==> src/rtl/pchk_stat.sv <==
// Per-lane result keeper: sticky flag, saturating error-word count and lock run.
// Assumes word_err is already qualified by valid and seeded.
module pchk_stat #(
    parameter int CNT_W    = 8,
    parameter int LOCK_LEN = 16
) (
    input  logic             clk,
    input  logic             rst_n,
    input  logic             clr,
    input  logic             valid,
    input  logic             seeded,
    input  logic             word_err,
    output logic             sticky,
    output logic [CNT_W-1:0] err_cnt,
    output logic             locked
);

    localparam int               SW         = $clog2(LOCK_LEN + 1);
    localparam logic [SW-1:0]    STREAK_TOP = SW'(LOCK_LEN);
    localparam logic [CNT_W-1:0] CNT_MAX    = '1;

    logic             sticky_q;
    logic [CNT_W-1:0] err_cnt_q;
    logic             locked_q;
    logic [SW-1:0]    streak_q;

    assign sticky  = sticky_q;
    assign err_cnt = err_cnt_q;
    assign locked  = locked_q;

    // Track errors and the clean run on every checked word
    always_ff @(posedge clk) begin
        if (!rst_n || clr) begin
            sticky_q  <= 1'b0;
            err_cnt_q <= '0;
            locked_q  <= 1'b0;
            streak_q  <= '0;
        end else if (valid && seeded) begin
            if (word_err) begin
                sticky_q <= 1'b1;
                if (err_cnt_q != CNT_MAX) err_cnt_q <= err_cnt_q + 1'b1;
                streak_q <= '0;
                locked_q <= 1'b0;
            end else begin
                if (streak_q != STREAK_TOP) streak_q <= streak_q + 1'b1;
                if (streak_q == STREAK_TOP - 1'b1) locked_q <= 1'b1;
            end
        end
    end

    AST_SEED_NOT_COUNTED: assert property (@(posedge clk) disable iff (!rst_n) (valid && !seeded && !clr) |=> ($stable(err_cnt_q) && $stable(streak_q)));
    AST_IDLE_HOLD: assert property (@(posedge clk) disable iff (!rst_n) (!valid && !clr) |=> ($stable(err_cnt_q) && $stable(locked_q) && $stable(streak_q) && $stable(sticky_q)));
    AST_STICKY_HOLD: assert property (@(posedge clk) disable iff (!rst_n) (sticky_q && !clr) |=> sticky_q);
    AST_NO_OVERFLOW: assert property (@(posedge clk) disable iff (!rst_n) (err_cnt_q == CNT_MAX && !clr) |=> err_cnt_q == CNT_MAX);
    AST_LOCK_DROP: assert property (@(posedge clk) disable iff (!rst_n) (valid && seeded && word_err && !clr) |=> (!locked_q && streak_q == '0));
    AST_CLEAR_ALL: assert property (@(posedge clk) disable iff (!rst_n) clr |=> (err_cnt_q == '0 && !locked_q && !sticky_q));

endmodule

==> config.mk <==
export PLATFORM = sky130hd
export DESIGN_NAME = pchk_stat
export DESIGN_NICKNAME = d
export VERILOG_FILES = /design/src/rtl/pchk_stat.sv
export SDC_FILE = /design/constraint.sdc
export NUM_CORES = 1
export LEC_CHECK = 0
export ABC_CLOCK_PERIOD_IN_PS = 4300
export CAP_MARGIN = 20
export CORE_MARGIN = 2
export CORE_UTILIZATION = 53
export DETAILED_ROUTE_END_ITERATION = 12
export GPL_ROUTABILITY_DRIVEN = 0
export PLACE_DENSITY = 0.82
export SLEW_MARGIN = 20
export SYNTH_ARGS = -nofsm -noshare
export SYNTH_HDL_FRONTEND = slang
export SYNTH_SLANG_ARGS = --single-unit
export TNS_END_PERCENT = 1
==> constraint.sdc <==
create_clock -name clk -period 4.3 [get_ports clk]
set_clock_uncertainty 0.2 [all_clocks]
set_input_delay 1.075 -clock clk [delete_from_list [all_inputs] [get_ports clk]]
set_output_delay 1.075 -clock clk [all_outputs]
set_load 0.01 [all_outputs]
==> results of run 1 <==
worst paths after layout:
path / cells past startpoint / slack [ns] / to / start
setup / recovery: 1 / 1.66 / err_cnt[4] / err_cnt[4]
hold / removal: 2 / 0.29 / sticky / sticky
setup reg to reg: 6 / 2.53 / streak_q[4] / streak_q[0]
hold reg to reg: 2 / 0.29 / sticky / sticky
power by group:
part	leakage [nW]	internal (mW)	switching [mW]
Combinational	0.194	0.00827	0.00977
Sequential	0.121	0.140	0.000668
Clock	0.0177	0.0347	0.0509
final cells by class:
class,count,area [sq um],area share (%)
timing repair buffer,15,150,15.1
sequential,15,300,30.2
clock buffer,3,22.5,2.26
tap,16,20.0,2.01
inverter,5,18.8,1.89
multi-input combinational,70,478,48.1
clock inverter,1,5.00,0.503
cell usage after synthesis (all sizes together):
master,count
nor4,2
nand4bb,1
a311oi,1
or3,1
and4b,1
a211oi,3
and2,1
nor2b,2
o21ai,2
and3b,1
a31oi,4
and3,5
inv,5
o21ba,1
buf,2
a21o,1
nand3,5
nor2,3
and4,1
nand4,3
nand4b,1
dfxtp,15
ha,4
a41oi,1
o221a,1
a21oi,6
mux2i,2
o31ai,2
a2111oi,1
nor3,2
clkbuf,1
nand3b,1
nand2,7
nor3b,1
nand2b,3
sequential cells by signal, indices dropped and copies added, names as in the netlist:
register	flops
err_cnt	8
streak_q	5
sticky	1
locked	1
cells by family after synthesis:
| logic type | Yosys count | share of synthesized area, % |
|---|---|---|
| simple gates | 41 | 30.6 |
| compound gates | 23 | 19.5 |
| flops | 15 | 36.9 |
| buf+inv | 8 | 4.31 |
| fa+ha+maj | 4 | 6.15 |
| mux | 2 | 2.46 |
metal layers:
layer / part of all wire [%] / wire length, um
met1: 51 / 857
met2: 43 / 715
met3: 3.0 / 51
met4: 3.0 / 50
met5: 0 / 0
layout by cell type (no fill, tap or decap), drive strengths merged:
cell            n
a2111oi         1
a211oi          3
a21o            1
a21oi           6
a311oi          1
a31oi           4
a41oi           1
and2            1
and3            5
and3b           1
and4            1
and4b           1
clkbuf          3
clkdlybuf4s50  15
clkinv          1
dfxtp          15
ha              4
inv             5
mux2i           2
nand2           7
nand2b          3
nand3           5
nand3b          1
nand4           3
nand4b          1
nand4bb         1
nor2            3
nor2b           2
nor3            2
nor3b           1
nor4            2
o21ai           2
o21ba           1
o221a           1
o31ai           2
or3             1
per-stage QoR:
stage | util (%) | setup slack (ns) | std cells | total power, mW
final | 67.6 | 1.66 | 125 | 0.244
after global routing | 67.6 | 1.61 | 125 | 0.254
after CTS | 67.6 | 1.65 | 125 | 0.247
after detailed placement | 65.7 | 1.52 | 121 | 0.161
after global placement | 65.7 | 1.57 | 121 | 0.161
after floorplan | - | 2.22 | 93 | 0.152
==> impl_metrics.json, run 1 <==
{
  "antenna_found_initial": 0,
  "root_buffer": "clkbuf_4",
  "worst-path-max-fanout": 8,
  "cp.required_ns": 3.02,
  "cts_sinks": 15,
  "p_per_area_nw_per_um2": 245,
  "worst_slew_pin_slew_ns": 0.483,
  "antenna_left": 0,
  "syn_area_sq_um": 813,
  "grt_use_met3_pct": 3.83,
  "status": "finished, final reports clean",
  "crit_family": "buffers and inverters",
  "dieHeight_um": 43.2,
  "num_io_pins": 16,
  "min_period_ns": 2.64,
  "grtUsageTotal_pct": 21.8,
  "initial_core_util_pct": 55.3,
  "first_global_vias": 680,
  "crit_chain": "clkdlybuf4s50_1",
  "ys_seq_area_share_pct": 36.9,
  "drc": 0,
  "gr-max-usage-layer": "met2",
  "cts_buffer_depth": 2,
  "whs_ns": 0.288,
  "hp-class": "reg2reg",
  "area_growth_syn_to_layout_pct": 22.3,
  "rows": 14,
  "rsz0062_at_grt": "false",
  "wl_per_cell_um": 13.4,
  "n_antenna_cell": 0,
  "synth_warnings": 0,
  "clk_pin_slew_ns": 0.10,
  "synth_cells": 93,
  "synth.net_count": 103,
  "nNetsFinal": 120,
  "cts_tree": "done",
  "synth_top_cell_by_area": "dfxtp_1",
  "cts_resized": 0,
  "fillers": 133,
  "grt_max_degree": 13,
  "die_w_um": 43.2,
  "syn_avg_cell_area_sq_um": 8.74,
  "grt_pass1_wl_um": 2960,
  "p_leak_nw": 0.333,
  "globalRouteOverflowTotal": 0,
  "hpwl_um": 1200,
  "drv_cap": 0,
  "hold_violations": 0,
  "gr-usage-met1_pct": 28.9,
  "synth_cell_types": 38,
  "worst_setup_path_end_kind": "output pin",
  "ys_seq_elements": 15,
  "drtIter0Drc": 13,
  "portBuffers": 15,
  "slew_viol_final": 0,
  "synthDominantCellAreaShare_pct": 36.9,
  "hold_buffers": 0,
  "vias": 740,
  "setup_viol": 0,
  "arrival_ns": 1.36,
  "dr.pass1.iters": 4,
  "crit_buf_inv": 1,
  "fin_area_sq_um": 995,
  "cp_slowest_cell": "clkdlybuf4s50_1",
  "insertion_delay_ns": 0.30,
  "cts_htree_levels": 1,
  "ir_drop_mv": 0.164,
  "setup_tns_ns": 0,
  "relSlewSlack_pct": 67.8,
  "placedInstanceArea_sq_um": 967,
  "gr-usage-met2_pct": 31.9,
  "numCtsBuffers": 3,
  "worstSetupStartpointType": "flop",
  "vias_per_cell": 5.92,
  "synthTopCellsByArea": "dfxtp_1 37%, ha_1 6.2%, a21oi_1 3.7%",
  "drive_gt1_share_pct": 8.26,
  "crit_type": "reg2out",
  "postCtsSetupRepairBufs": 0,
  "timing.final.crit_share_pct": 61.3,
  "critPathMaxStageDelay_ns": 0.59,
  "totalWireLength_um": 1670,
  "fmax_ghz": 0.379,
  "die_area_sq_um": 1860,
  "core_area_sq_um": 1470
}
(Power assumes the default switching activity.)
==> inputs of run 2 (changes only) <==
--- a/config.mk
+++ b/config.mk
@@ -5,13 +5,13 @@
 export SDC_FILE = /design/constraint.sdc
 export NUM_CORES = 1
 export LEC_CHECK = 0
-export ABC_CLOCK_PERIOD_IN_PS = 4300
+export ABC_CLOCK_PERIOD_IN_PS = 2400
 export CAP_MARGIN = 20
 export CORE_MARGIN = 2
-export CORE_UTILIZATION = 53
+export CORE_UTILIZATION = 44
 export DETAILED_ROUTE_END_ITERATION = 12
 export GPL_ROUTABILITY_DRIVEN = 0
-export PLACE_DENSITY = 0.82
+export PLACE_DENSITY = 0.72
 export SLEW_MARGIN = 20
 export SYNTH_ARGS = -nofsm -noshare
 export SYNTH_HDL_FRONTEND = slang
==> constraint.sdc (replaced) <==
create_clock -name clk -period 2.4 [get_ports clk]
set_clock_uncertainty 0.2 [all_clocks]
set_input_delay 0.6 -clock clk [delete_from_list [all_inputs] [get_ports clk]]
set_output_delay 0.6 -clock clk [all_outputs]
set_load 0.01 [all_outputs]
==> impl_metrics.json, run 2 (synthesized netlist as in run 1, its figures left out) <==
{
  "crit_buf_inv": 1,
  "initial_core_util_pct": 47.1,
  "insertion_delay_ns": 0.29,
  "wl_per_cell_um": 14.4,
  "drc": 0,
  "totalWireLength_um": 1940,
  "cts_sinks": 15,
  "layout_common_cells": "15 x dfxtp_1, 15 x clkdlybuf4s50_1, 7 x nand2_1",
  "worst_setup_path_end_kind": "output pin",
  "portBuffers": 15,
  "ir_drop_mv": 0.229,
  "fmax_ghz": 0.458,
  "cts_tree": "done",
  "cts_htree_levels": 1,
  "num_io_pins": 16,
  "hold_depth": 2,
  "hp-class": "reg2reg",
  "cts_buffer_depth": 2,
  "timing.final.crit_share_pct": 91.0,
  "slew_viol_final": 0,
  "min_to": "sticky",
  "drive_gt1_share_pct": 9.09,
  "finalNonFillerCells": 135,
  "status": "finished, final reports clean",
  "clk_pin_slew_ns": 0.10,
  "antenna_left": 0,
  "hold_buffers": 0,
  "grt_max_degree": 13,
  "worst_slew_pin_slew_ns": 0.528,
  "cp.required_ns": 1.60,
  "nNetsFinal": 121,
  "cts_resized": 0,
  "die_w_um": 47.0,
  "place_ws_ns": 0.133,
  "grtUsageTotal_pct": 20.5,
  "hpwl_um": 1360,
  "postCtsSetupRepairBufs": 0,
  "reg2reg_depth": 6,
  "utilization_pct": 58.7,
  "placedInstanceArea_sq_um": 986,
  "relSlewSlack_pct": 64.8,
  "globalRouteOverflowTotal": 0,
  "dr.pass1.iters": 4,
  "die_area_sq_um": 2210,
  "crit_type": "reg2out",
  "hp-start": "sticky",
  "area_growth_syn_to_layout_pct": 24.6,
  "setup_viol": 0,
  "timing.rr.start": "streak_q[0]",
  "drtIter0Drc": 20,
  "min_period_ns": 2.18,
  "crit_family": "buffers and inverters",
  "r2r_slack_ns": 0.64,
  "setup_tns_ns": 0,
  "root_buffer": "clkbuf_4",
  "grt_pass1_wl_um": 3190,
  "cp_slowest_cell": "clkdlybuf4s50_1",
  "first_global_vias": 718,
  "core_area_sq_um": 1730,
  "numCtsBuffers": 3,
  "p_per_area_nw_per_um2": 436,
  "crit_chain": "clkdlybuf4s50_1",
  "drv_cap": 0,
  "arrival_ns": 1.38,
  "n_antenna_cell": 0,
  "rsz0062_at_grt": "false",
  "dieHeight_um": 47.0,
  "vias": 804,
  "fin_area_sq_um": 1010,
  "critPathMaxStageDelay_ns": 0.60,
  "worstSetupStartpointType": "flop",
  "worst-path-max-fanout": 9,
  "r2r_end": "streak_q[4]",
  "dp_cells": 131,
  "fin_ws_ns": 0.217,
  "hold_violations": 0,
  "largest_reg_flops": 8,
  "p_leak_nw": 0.338,
  "rows": 15,
  "vias_per_cell": 5.96,
  "antenna_found_initial": 0
}
==> run 2: final cells by class <==
cell class                      count  area (sq um)
Fill cell                         174           713
Multi-Input combinational cell     70           478
Sequential cell                    15           300
Timing Repair Buffer               16           158
Tap cell                           25          31.3
Clock buffer                        3          22.5
Inverter                            5          18.8
Clock inverter                      1          5.00
==> run 2: metrics by stage <==
step / hold slack (ns) / total power, mW
finish: 0.287 / 0.441
global route: 0.341 / 0.459
CTS: 0.295 / 0.440
detailed placement: 0.272 / 0.291
global placement: 0.250 / 0.290
floorplan: 0.249 / 0.273
==> run 2: layer usage <==
layer | part of all wire, % | vias up | GRT usage (%)
li1 | - | 387 | -
met1 | 49 | 384 | 28.7
met2 | 45 | 27 | 29.0
met3 | 4.0 | 6 | 4.23
met4 | 1.8 | 0 | 11.7
met5 | 0 | - | 0
==> run 2: worst max-delay path by stage <==
stage	cells past startpoint	start	end
final	1	err_cnt[3]	err_cnt[3]
after global routing	1	err_cnt[3]	err_cnt[3]
after CTS	1	err_cnt[3]	err_cnt[3]
after detailed placement	4	seeded	err_cnt[7]
after global placement	4	seeded	err_cnt[7]
after floorplan	6	streak_q[0]	streak_q[4]
==> run 2: power breakdown <==
| part | switching, mW | total (mW) | leakage (nW) | internal (mW) |
|---|---|---|---|---|
| Sequential | 0.00119 | 0.251 | 0.121 | 0.250 |
| Clock | 0.0940 | 0.156 | 0.0177 | 0.0619 |
| Combinational | 0.0184 | 0.0343 | 0.199 | 0.0159 |
| Total | 0.114 | 0.441 | 0.338 | 0.328 |
